==> src/rtl/pcitgt_pkg.sv <==
package pcitgt_pkg;

  localparam int ADDR_W = 32;

  localparam logic [3:0] CMD_IO_RD  = 4'b0010;
  localparam logic [3:0] CMD_MEM_RD = 4'b0110;

  typedef enum logic [2:0] {
    ST_IDLE,
    ST_DECODE,
    ST_HIT,
    ST_ACTIVE,
    ST_DATA,
    ST_TURN,
    ST_SKIP
  } tgt_state_e;

  // address falls inside the naturally aligned window of 2**bits bytes
  function automatic logic in_window(input logic [ADDR_W-1:0] base,
                                     input logic [5:0] bits,
                                     input logic [ADDR_W-1:0] addr);
    return (addr >> bits) == (base >> bits);
  endfunction

  // command kind agrees with the window kind
  function automatic logic cmd_fits(input logic is_io, input logic [3:0] cmd);
    return is_io ? (cmd == CMD_IO_RD) : (cmd == CMD_MEM_RD);
  endfunction

endpackage

==> src/rtl/pcitgt_bar_dec.sv <==
module pcitgt_bar_dec
  import pcitgt_pkg::*;
#(
  parameter int NUM_BAR = 2,
  parameter logic [NUM_BAR*ADDR_W-1:0] BAR_BASE = '0,
  parameter logic [NUM_BAR*6-1:0]      BAR_BITS = '0,
  parameter logic [NUM_BAR-1:0]        BAR_IO   = '0
) (
  input  logic [ADDR_W-1:0]  addr,
  input  logic [3:0]         cmd,
  output logic [NUM_BAR-1:0] hit
);

  logic [NUM_BAR-1:0] match;

  for (genvar g = 0; g < NUM_BAR; g++) begin : g_win
    assign match[g] = in_window(BAR_BASE[g*ADDR_W +: ADDR_W], BAR_BITS[g*6 +: 6], addr)
                      && cmd_fits(BAR_IO[g], cmd);
  end

  // lowest index wins so the vector stays one-hot
  always_comb begin
    logic found;
    found = 1'b0;
    hit   = '0;
    for (int i = 0; i < NUM_BAR; i++) begin
      if (!found && match[i]) begin
        hit[i] = 1'b1;
        found  = 1'b1;
      end
    end
  end

endmodule

==> src/rtl/pcitgt_rdy_trk.sv <==
module pcitgt_rdy_trk #(
  parameter int READY_RUN = 2
) (
  input  logic clk,
  input  logic rst_n,
  input  logic arm,
  input  logic clr,
  input  logic lrdy_n,
  output logic xfer,
  output logic run_done
);

  localparam int CW = $clog2(READY_RUN + 1);
  localparam logic [CW-1:0] LAST = CW'(READY_RUN - 1);

  logic [CW-1:0] cnt;
  logic          xfer_q;

  assign run_done = arm && !lrdy_n && (cnt == LAST);
  assign xfer     = xfer_q;

  always_ff @(posedge clk or negedge rst_n) begin
    if (!rst_n) begin
      cnt    <= '0;
      xfer_q <= 1'b0;
    end else begin
      if (!arm || lrdy_n)  cnt <= '0;
      else if (cnt < LAST) cnt <= cnt + CW'(1);

      if (clr)                 xfer_q <= 1'b0;
      else if (arm && !lrdy_n) xfer_q <= 1'b1;
    end
  end

endmodule

==> src/rtl/pcitgt_rd.sv <==
module pcitgt_rd
  import pcitgt_pkg::*;
#(
  parameter int NUM_BAR = 2,
  parameter logic [NUM_BAR*32-1:0] BAR_BASE = {32'h0000_2000, 32'h1000_0000},
  parameter logic [NUM_BAR*6-1:0]  BAR_BITS = {6'd8, 6'd12},
  parameter logic [NUM_BAR-1:0]    BAR_IO   = 2'b10,
  parameter int DEVSEL_SLOW = 1,
  parameter int READY_RUN   = 2
) (
  input  logic               clk,
  input  logic               rst_n,
  input  logic               frame_n,
  input  logic               irdy_n,
  input  logic [31:0]        ad_in,
  input  logic [3:0]         cbe_n,
  output logic [31:0]        ad_out,
  output logic               ad_oe,
  output logic               devsel_n_out,
  output logic               devsel_oe,
  output logic               trdy_n_out,
  output logic               trdy_oe,
  output logic [NUM_BAR-1:0] bar_hit,
  output logic               acc_n,
  output logic [31:0]        addr_out,
  output logic [3:0]         cmd_out,
  input  logic               lrdy_n,
  input  logic [31:0]        ldata_in,
  output logic               xfer_n
);

  localparam logic SLOW = (DEVSEL_SLOW != 0);

  tgt_state_e         state;
  logic [31:0]        addr_q;
  logic [3:0]         cmd_q;
  logic [NUM_BAR-1:0] hit_q;
  logic [NUM_BAR-1:0] dec_hit;
  logic               acc_q;
  logic [31:0]        dat_q;

  // named events for the checker
  logic single_ph;
  logic claim_evt;
  logic rdy_done;
  logic data_done;
  logic xfer_on;

  pcitgt_bar_dec #(
    .NUM_BAR (NUM_BAR),
    .BAR_BASE(BAR_BASE),
    .BAR_BITS(BAR_BITS),
    .BAR_IO  (BAR_IO)
  ) u_dec (
    .addr(addr_q),
    .cmd (cmd_q),
    .hit (dec_hit)
  );

  pcitgt_rdy_trk #(
    .READY_RUN(READY_RUN)
  ) u_trk (
    .clk     (clk),
    .rst_n   (rst_n),
    .arm     (state == ST_ACTIVE),
    .clr     (state == ST_TURN),
    .lrdy_n  (lrdy_n),
    .xfer    (xfer_on),
    .run_done(rdy_done)
  );

  assign single_ph = frame_n && !irdy_n;
  assign claim_evt = (state == ST_DECODE) && single_ph && (|dec_hit);
  assign data_done = (state == ST_DATA) && !irdy_n;

  always_ff @(posedge clk or negedge rst_n) begin
    if (!rst_n) begin
      state  <= ST_IDLE;
      addr_q <= '0;
      cmd_q  <= '0;
      hit_q  <= '0;
      acc_q  <= 1'b0;
      dat_q  <= '0;
    end else begin
      acc_q <= claim_evt;
      unique case (state)
        ST_IDLE: begin
          if (!frame_n) begin
            addr_q <= ad_in;
            cmd_q  <= cbe_n;
            state  <= ST_DECODE;
          end
        end
        ST_DECODE: begin
          if (claim_evt) begin
            hit_q <= dec_hit;
            state <= SLOW ? ST_HIT : ST_ACTIVE;
          end else begin
            state <= ST_SKIP;
          end
        end
        ST_HIT:    state <= ST_ACTIVE;
        ST_ACTIVE: begin
          if (rdy_done) begin
            dat_q <= ldata_in;
            state <= ST_DATA;
          end
        end
        ST_DATA: if (data_done) state <= ST_TURN;
        ST_TURN: begin
          hit_q <= '0;
          state <= ST_IDLE;
        end
        ST_SKIP: if (frame_n && irdy_n) state <= ST_IDLE;
        default: state <= ST_IDLE;
      endcase
    end
  end

  assign addr_out     = addr_q;
  assign cmd_out      = cmd_q;
  assign bar_hit      = hit_q;
  assign acc_n        = !acc_q;
  assign xfer_n       = !xfer_on;
  assign ad_out       = dat_q;
  assign ad_oe        = (state == ST_DATA);
  assign devsel_oe    = (state == ST_ACTIVE) || (state == ST_DATA) || (state == ST_TURN);
  assign devsel_n_out = !((state == ST_ACTIVE) || (state == ST_DATA));
  assign trdy_oe      = devsel_oe;
  assign trdy_n_out   = !(state == ST_DATA);

endmodule

==> config.mk <==
export PLATFORM = sky130hd
export DESIGN_NAME = pcitgt_rd
export DESIGN_NICKNAME = d
export VERILOG_FILES = /design/src/rtl/pcitgt_pkg.sv /design/src/rtl/pcitgt_bar_dec.sv /design/src/rtl/pcitgt_rdy_trk.sv /design/src/rtl/pcitgt_rd.sv
export SDC_FILE = /design/constraint.sdc
export NUM_CORES = 1
export LEC_CHECK = 0
export BUFFER_PORTS_ARGS = -buffer_cell sky130_fd_sc_hd__buf_2
export CORE_MARGIN = 1
export CORE_UTILIZATION = 42
export CTS_CLUSTER_SIZE = 12
export DETAILED_ROUTE_END_ITERATION = 10
export PLACE_DENSITY = 0.77
export SKIP_LAST_GASP = 1
export SLEW_MARGIN = 5
export SYNTH_ARGS = -nofsm -noshare
export SYNTH_HDL_FRONTEND = slang
export SYNTH_SLANG_ARGS = --single-unit
==> constraint.sdc <==
create_clock -name clk -period 1.7 [get_ports clk]
set_input_delay 0.34 -clock clk [delete_from_list [all_inputs] [get_ports clk]]
set_output_delay 0.34 -clock clk [all_outputs]
set_load 0.1 [all_outputs]
==> results by group, run 1 <==
STA
  • Final min period: 1.81 ns
  • Pins over their slew limit: 0
  • RSZ-0062 raised after global routing: yes
  • Final Setup Violations: 40
  • F_max: around 550 MHz
  • Fin. Hold Viols: 0
  • PnR worst setup slack: -0.109 ns
  • Fin crit share: 1.06
  • Slew of the pin with the lowest slew margin: 0.500 ns
  • Fin Clk Skew: 0.00864 ns
  • Slew HR: 0.669

Final layout
  • Synth-to-layout area growth: 54.2%
  • Multi-input gate area: 1270 um2
  • Most frequent cells in the layout: buf_2 (143), mux2_2 (62), dfrtp_1 (52)
  • Number of antenna diodes: 0
  • Fin cells: 505
  • Final net count: approximately 480
  • Register area: 1980 um2
  • Final-layout fill cell count: 535
  • Fraction of layout cells with a size suffix above 1: 0.754
  • Most common cell after layout, fill and taps aside: buf_2

Die
  • I/O pins: 150
  • Core area: 7250 um2
  • Die Y: 88.8 um
  • Starting Density: 0.436
  • Die area: 7890 um2
  • Die X: between 80 and 90 um
  • Site row count: 31

Global routing
  • Total track usage: 0.192
  • GR Layer Usage met3: 0.0532
  • Met1 usage: 0.239
  • Wire length of the first global-routing pass: 11300 um
  • Pin count of the biggest net entering global routing: slightly below 80
  • Most used routing layer: met2
  • Initial antenna violation count: 0
  • Global route overflow: 0
  • Vias in the first global route: ~2300
  • Met2 Usage GRT: 0.329

Yosys
  • Top post-synthesis cells by area: dfrtp_1 (61%), mux2_2 (23%), buf_6 (1.4%), mux2_1 (1.4%), nand2_1 (1.2%)
  • Post-synthesis net count: 293
  • Ys Warns: 0
  • Mapped Area: 3170 um2
  • Syn avg cell area: 14.5 um2
  • Post-synth top area share: 0.609
  • Synth Register Bits: 77
  • Synth cell types: 34
  • Ys async rst share: 1.00
  • Synth Instances: 218
  • Top FF cell, synth: dfrtp_1
  • Sequential area share after synthesis: 0.609
  • Synth area leader: dfrtp_1
  • Post-synth EDFFs: 0

Clocking
  • Num CTS Buffers: 9
  • CTS tree: yes
  • Clk pin slew, worst setup/hold paths: 0.08 ns
  • CTS Hold Buffers Added: 0
  • Worst-skew pair later-pin latency: 0.34 ns
  • Clock Tree Buf Depth: 2
  • Clock Root Buffer: clkbuf_8
  • H-tree depth: 3
  • TritonCTS Sinks: 77

Placed design
  • IO buf count: 149
  • HPWL Detailed: 5140 um
  • Dpl cells: approximately 470
  • GPL Wtd Cong: 0.830

Setup path
  • Critical path, cell by cell: buf_6 -> nand2_8 -> clkinvlp_4 -> a21oi_4 -> buf_12
  • R2R Path Start: state[0]$_DFFE_PN0P_
  • Crit. End Element: output pin
  • Data arrival, critical path: between 1 and 1.5 ns
  • Required time of the critical path: 1.36 ns
  • CP startpoint kind: flip-flop
  • R2r setup slk: -0.07 ns
  • Crit-path max FO: 5
  • Reg2Reg Depth: 6
  • Bufs and invs on worst path: 3
  • Terminus of the critical flop-to-flop path: addr_out[2]$_DFFE_PN0P_
  • Largest stage delay on the critical path: approximately 0.46 ns
  • Critical Path Slowest Stage Cell: dfrtp_2
  • Top cell family by delay on the critical path: flip-flops
  • Crit Path Category: flip-flop to output pin

Outcome
  • Status: complete, but fails checks
  • Violated checks: negative setup slack

Run
  • Max capacitance violation total: 0

Routing
  • DR vias: roughly 2500
  • Final antenna-violating net count: 0
  • WL/cell: 16.7 um
  • First drt pass iteration count: 4
  • DRC: 0
  • Final WL: 8450 um
  • Post-DR vias/cell: 4.90
  • DR iter-0 viols: 150

Worst hold path
  • Tightest Hold Check Type: input pin to asynchronous set/reset pin
## synth_stat cells (2+ instances only)
cell type  count
o21ai_0        3
nand3_1        2
nor2_1         4
nor2b_1        3
nor4_1         5
o21a_1         2
inv_1          6
buf_6          4
mux2i_1        2
mux2_1         4
buf_4          4
nor4b_1        2
a21oi_1        4
xnor2_1        2
nand2_1       10
dfrtp_1       77
nor3_1         3
ha_1           2
mux2_2        64
## final cells by class
class,instances,share of cell area
multi-input cells,124,0.260
flip-flops and latches,77,0.406
clock buffers,12,0.0318
inverters,6,0.00538
well taps,99,0.0254
repair buffers,183,0.257
clock inverters,4,0.0144
## metrics by stage
stage | worst slack [ns] | hold slack (ns) | cell area, um2 | TNS (ns) | util
after global placement | 0.0295 | 0.387 | 4250 | 0 | 0.586
after floorplan | -0.666 | 0.0444 | 3280 | -1.30 | -
final | -0.109 | 0.00455 | 4880 | -1.68 | 0.673
after CTS | -0.101 | 0.0226 | 4630 | -1.81 | 0.638
after detailed placement | -0.00483 | 0.394 | 4250 | -0.00483 | 0.586
after global routing | -0.165 | 0.0318 | 4880 | -3.76 | 0.673
## registers in the layout, indices dropped and copies added, names as in the netlist
| signal | count |
|---|---|
| acc_q | 1 |
| addr_out | 32 |
| u_trk.cnt | 2 |
| bar_hit | 2 |
| cmd_out | 4 |
| u_trk.xfer | 1 |
| state | 3 |
| ad_out | 32 |
## kinds of logic after synthesis
kind of cell               Yosys count  synth area share
adders and majority gates            2           0.00790
buffers and inverters               17            0.0352
DFF                                 77             0.609
AOI/OAI and AO/OA                   14            0.0285
muxes                               70             0.248
and+or+nand+nor                     36            0.0660
xor gates and xnor gates             2           0.00553
## what timing repair did
action	CTS	global route
resized for setup	11	16
gates cloned	0	8
setup buffers	11	4
pin swaps	4	10
endpoints found under the setup margin	6	69
## worst register-to-register path, stage by stage, from the launching register on
cell and delay, ns:
dfrtp_1 0.41, buf_6 0.14, buf_4 0.15, nor4_4 0.21
buf_6 0.22, clkbuf_16 0.18, mux2_2 0.33
## metal layers
metal,vias to the layer above,routed length [um]
met3,9,445
li1,1142,-
met5,-,0
met4,0,109
met2,85,4380
met1,1241,3520
## worst max-delay path by stage
| stage | startpoint | depth (start not counted) | end |
|---|---|---|---|
| floorplan | state[1]$_DFFE_PN0P_ | 5 | devsel_n_out |
| finish | state[2]$_DFFE_PN0P_ | 5 | devsel_n_out |
| detailed placement | addr_out[27]$_DFFE_PN0P_ | 5 | bar_hit[1]$_DFFE_PN0P_ |
| CTS | state[2]$_DFFE_PN0P_ | 5 | devsel_n_out |
| global placement | addr_out[19]$_DFFE_PN0P_ | 4 | bar_hit[1]$_DFFE_PN0P_ |
| global route | state[2]$_DFFE_PN0P_ | 5 | devsel_n_out |
Power of run 1 is left out: the tool's default activity adds up to more than one toggle a clock period on the data nets, which glitch-free logic cannot reach.
==> inputs of run 2 (changes only) <==
--- a/config.mk
+++ b/config.mk
@@ -6,11 +6,12 @@
 export NUM_CORES = 1
 export LEC_CHECK = 0
 export BUFFER_PORTS_ARGS = -buffer_cell sky130_fd_sc_hd__buf_2
-export CORE_MARGIN = 1
-export CORE_UTILIZATION = 42
+export CORE_MARGIN = 2
+export CORE_UTILIZATION = 45
+export CTS_CLUSTER_DIAMETER = 60
 export CTS_CLUSTER_SIZE = 12
 export DETAILED_ROUTE_END_ITERATION = 10
-export PLACE_DENSITY = 0.77
+export PLACE_DENSITY = 0.79
 export SKIP_LAST_GASP = 1
 export SLEW_MARGIN = 5
 export SYNTH_ARGS = -nofsm -noshare
==> constraint.sdc (replaced) <==
create_clock -name clk -period 2.2 [get_ports clk]
set_input_delay 0.44 -clock clk [delete_from_list [all_inputs] [get_ports clk]]
set_output_delay 0.44 -clock clk [all_outputs]
set_load 0.1 [all_outputs]
==> run 2 against run 1 <==
The flow now finishes without violations; cell count shrank 6.1%; register-to-register slack better by 0.45 ns; critical path depth is 1 lower; flip-flop and latch count did not move; global-route usage grew 0.10 points; clock skew increased by 0.0078 ns; first-iteration DRC count down 82%; via count down 8.5%; highest routed layer unchanged; hold slack improved by 0.031 ns; final area decreased by 11%; non-clock buffer count fell by 28; core utilization decreased by 3.2 points.
==> results by group, run 2 (same netlist as run 1, synthesis figures left out) <==
Outcome
  • Status: finished, final reports clean (was complete, but fails checks)

Die
  • Die X: 87.9 um (was 88.8 um)
  • Core area: 6790 um2 (was 7250 um2)
  • Die area: 7720 um2 (was 7890 um2)
  • I/O pins: 150 (unchanged)
  • Die Y: 87.9 um (was 88.8 um)
  • Site row count: 30 (was 31)
  • Starting Density: 0.466 (was 0.436)

Clocking
  • Clock Root Buffer: clkbuf_8 (unchanged)
  • Num CTS Buffers: 9 (unchanged)
  • Clk pin slew, worst setup/hold paths: 0.09 ns (was 0.08 ns)
  • Worst-skew pair later-pin latency: 0.35 ns (was 0.34 ns)
  • H-tree depth: 3 (unchanged)
  • CTS tree: yes (unchanged)
  • TritonCTS Sinks: 77 (unchanged)
  • Clock Tree Buf Depth: 2 (unchanged)

Routing
  • Final antenna-violating net count: 0 (unchanged)
  • DR iter-0 viols: 27 (was 150)
  • Final WL: 7120 um (was 8450 um)
  • DRC: 0 (unchanged)
  • First drt pass iteration count: 4 (unchanged)
  • Post-DR vias/cell: 4.78 (was 4.90)
  • WL/cell: 15.0 um (was 16.7 um)
  • DR vias: 2267 (was 2477)

Global routing
  • Total track usage: 0.193 (was 0.192)
  • Pin count of the biggest net entering global routing: 43 (was 78)
  • Wire length of the first global-routing pass: 11300 um (about the same)
  • Initial antenna violation count: 0 (unchanged)
  • Global route overflow: 0 (unchanged)
  • Vias in the first global route: 2352 (was 2321)

STA
  • F_max: 504 MHz
  • Pins over their slew limit: 0 (unchanged)
  • Slew of the pin with the lowest slew margin: 0.520 ns (was 0.500 ns)
  • Fin. Hold Viols: 0 (unchanged)
  • RSZ-0062 raised after global routing: no (was yes)
  • Slew HR: 0.656 (was 0.669)
  • Final Setup Violations: 0 (was 40)
  • Final min period: 1.99 ns
  • Fin Clk Skew: 0.0164 ns (was 0.00864 ns)
  • Fin crit share: 0.903

Final layout
  • Final net count: 448 (was 476)
  • Core Util, Final: 0.641 (was 0.673)
  • Fraction of layout cells with a size suffix above 1: 0.648 (was 0.754)
  • Most common cell after layout, fill and taps aside: buf_2 (unchanged)
  • Most frequent cells in the layout: buf_2 (144), dfrtp_1 (75), mux2_2 (64) (was buf_2 (143), mux2_2 (62), dfrtp_1 (52))
  • Number of antenna diodes: 0 (unchanged)
  • Synth-to-layout area growth: 37.6% (was 54.2%)

Setup path
  • Required time of the critical path: 1.76 ns (was 1.36 ns)
  • CP startpoint kind: flip-flop (unchanged)
  • Crit Path Category: flip-flop to output pin (unchanged)
  • Data arrival, critical path: 1.55 ns (was 1.47 ns)
  • Crit-path max FO: 6 (was 5)
  • Crit. End Element: output pin (unchanged)

Worst hold path
  • Tightest Hold Check Type: input pin to asynchronous set/reset pin (unchanged)

Run
  • Max capacitance violation total: 0 (unchanged)

Placed design
  • GPL Wtd Cong: 0.781 (was 0.830)
  • HPWL Detailed: 5370 um (was 5140 um)
  • IO buf count: 149 (unchanged)
run 2: timing repair:
item	4_1_cts	5_1_grt
buffers inserted	0	0
gates resized for setup	1	3
hold buffers	0	0
setup endpoints to repair	1	3
hold endpoints to repair	0	0
run 2: final timing paths:
check                                         start                     end  slack [ns]  depth (start not counted)
setup reg to reg           u_trk.cnt[1]$_DFFE_PN0P_   ad_out[3]$_DFFE_PN0P_        0.38                          6
max in group asynchronous                     rst_n    state[1]$_DFFE_PN0P_        1.56                          2
hold reg to reg               ad_out[9]$_DFFE_PN0P_   ad_out[9]$_DFFE_PN0P_        0.48                          1
min in group clk                        ldata_in[9]   ad_out[9]$_DFFE_PN0P_        0.30                          2
setup / recovery               state[0]$_DFFE_PN0P_               devsel_oe        0.21                          4
hold / removal                                rst_n  ad_out[23]$_DFFE_PN0P_        0.04                          1
run 2: critical path, stage by stage, from the launching register on:
cell and delay (ns):
dfrtp_2 0.47, nor2b_4 0.25, nand2_1 0.13, o21ai_2 0.15, buf_12 0.21
run 2: final cells by class:
type | instances | area, um2
fillers | 558 | 2440
repair buffers | 155 | 878
inverters | 6 | 26.3
clock buffers | 10 | 138
well taps | 96 | 120
flip-flops and latches | 77 | 1930
multi-input cells | 124 | 1170
clock inverters | 6 | 93.8
run 2: metrics by stage:
stage	std cells	area [um2]	TNS, ns	setup WS [ns]	hold WS (ns)
finish	474	4360	0	0.214	0.0356
floorplan	218	3220	-0.405	-0.266	0.144
detailed placement	458	4120	0	0.366	0.423
CTS	474	4350	0	0.00817	0.0429
global placement	458	4120	0	0.362	0.417
global route	474	4360	0	0.114	0.0566
run 2: routing by layer:
layer  vias to the layer above  GRT usage  share of wire
met5                         -          0              0
met4                         0     0.0867          0.019
met3                        11     0.0528          0.046
met2                        65      0.322           0.52
met1                      1107      0.236           0.41
li1                       1084          -              -
Power of run 2 is left out for the same reason.
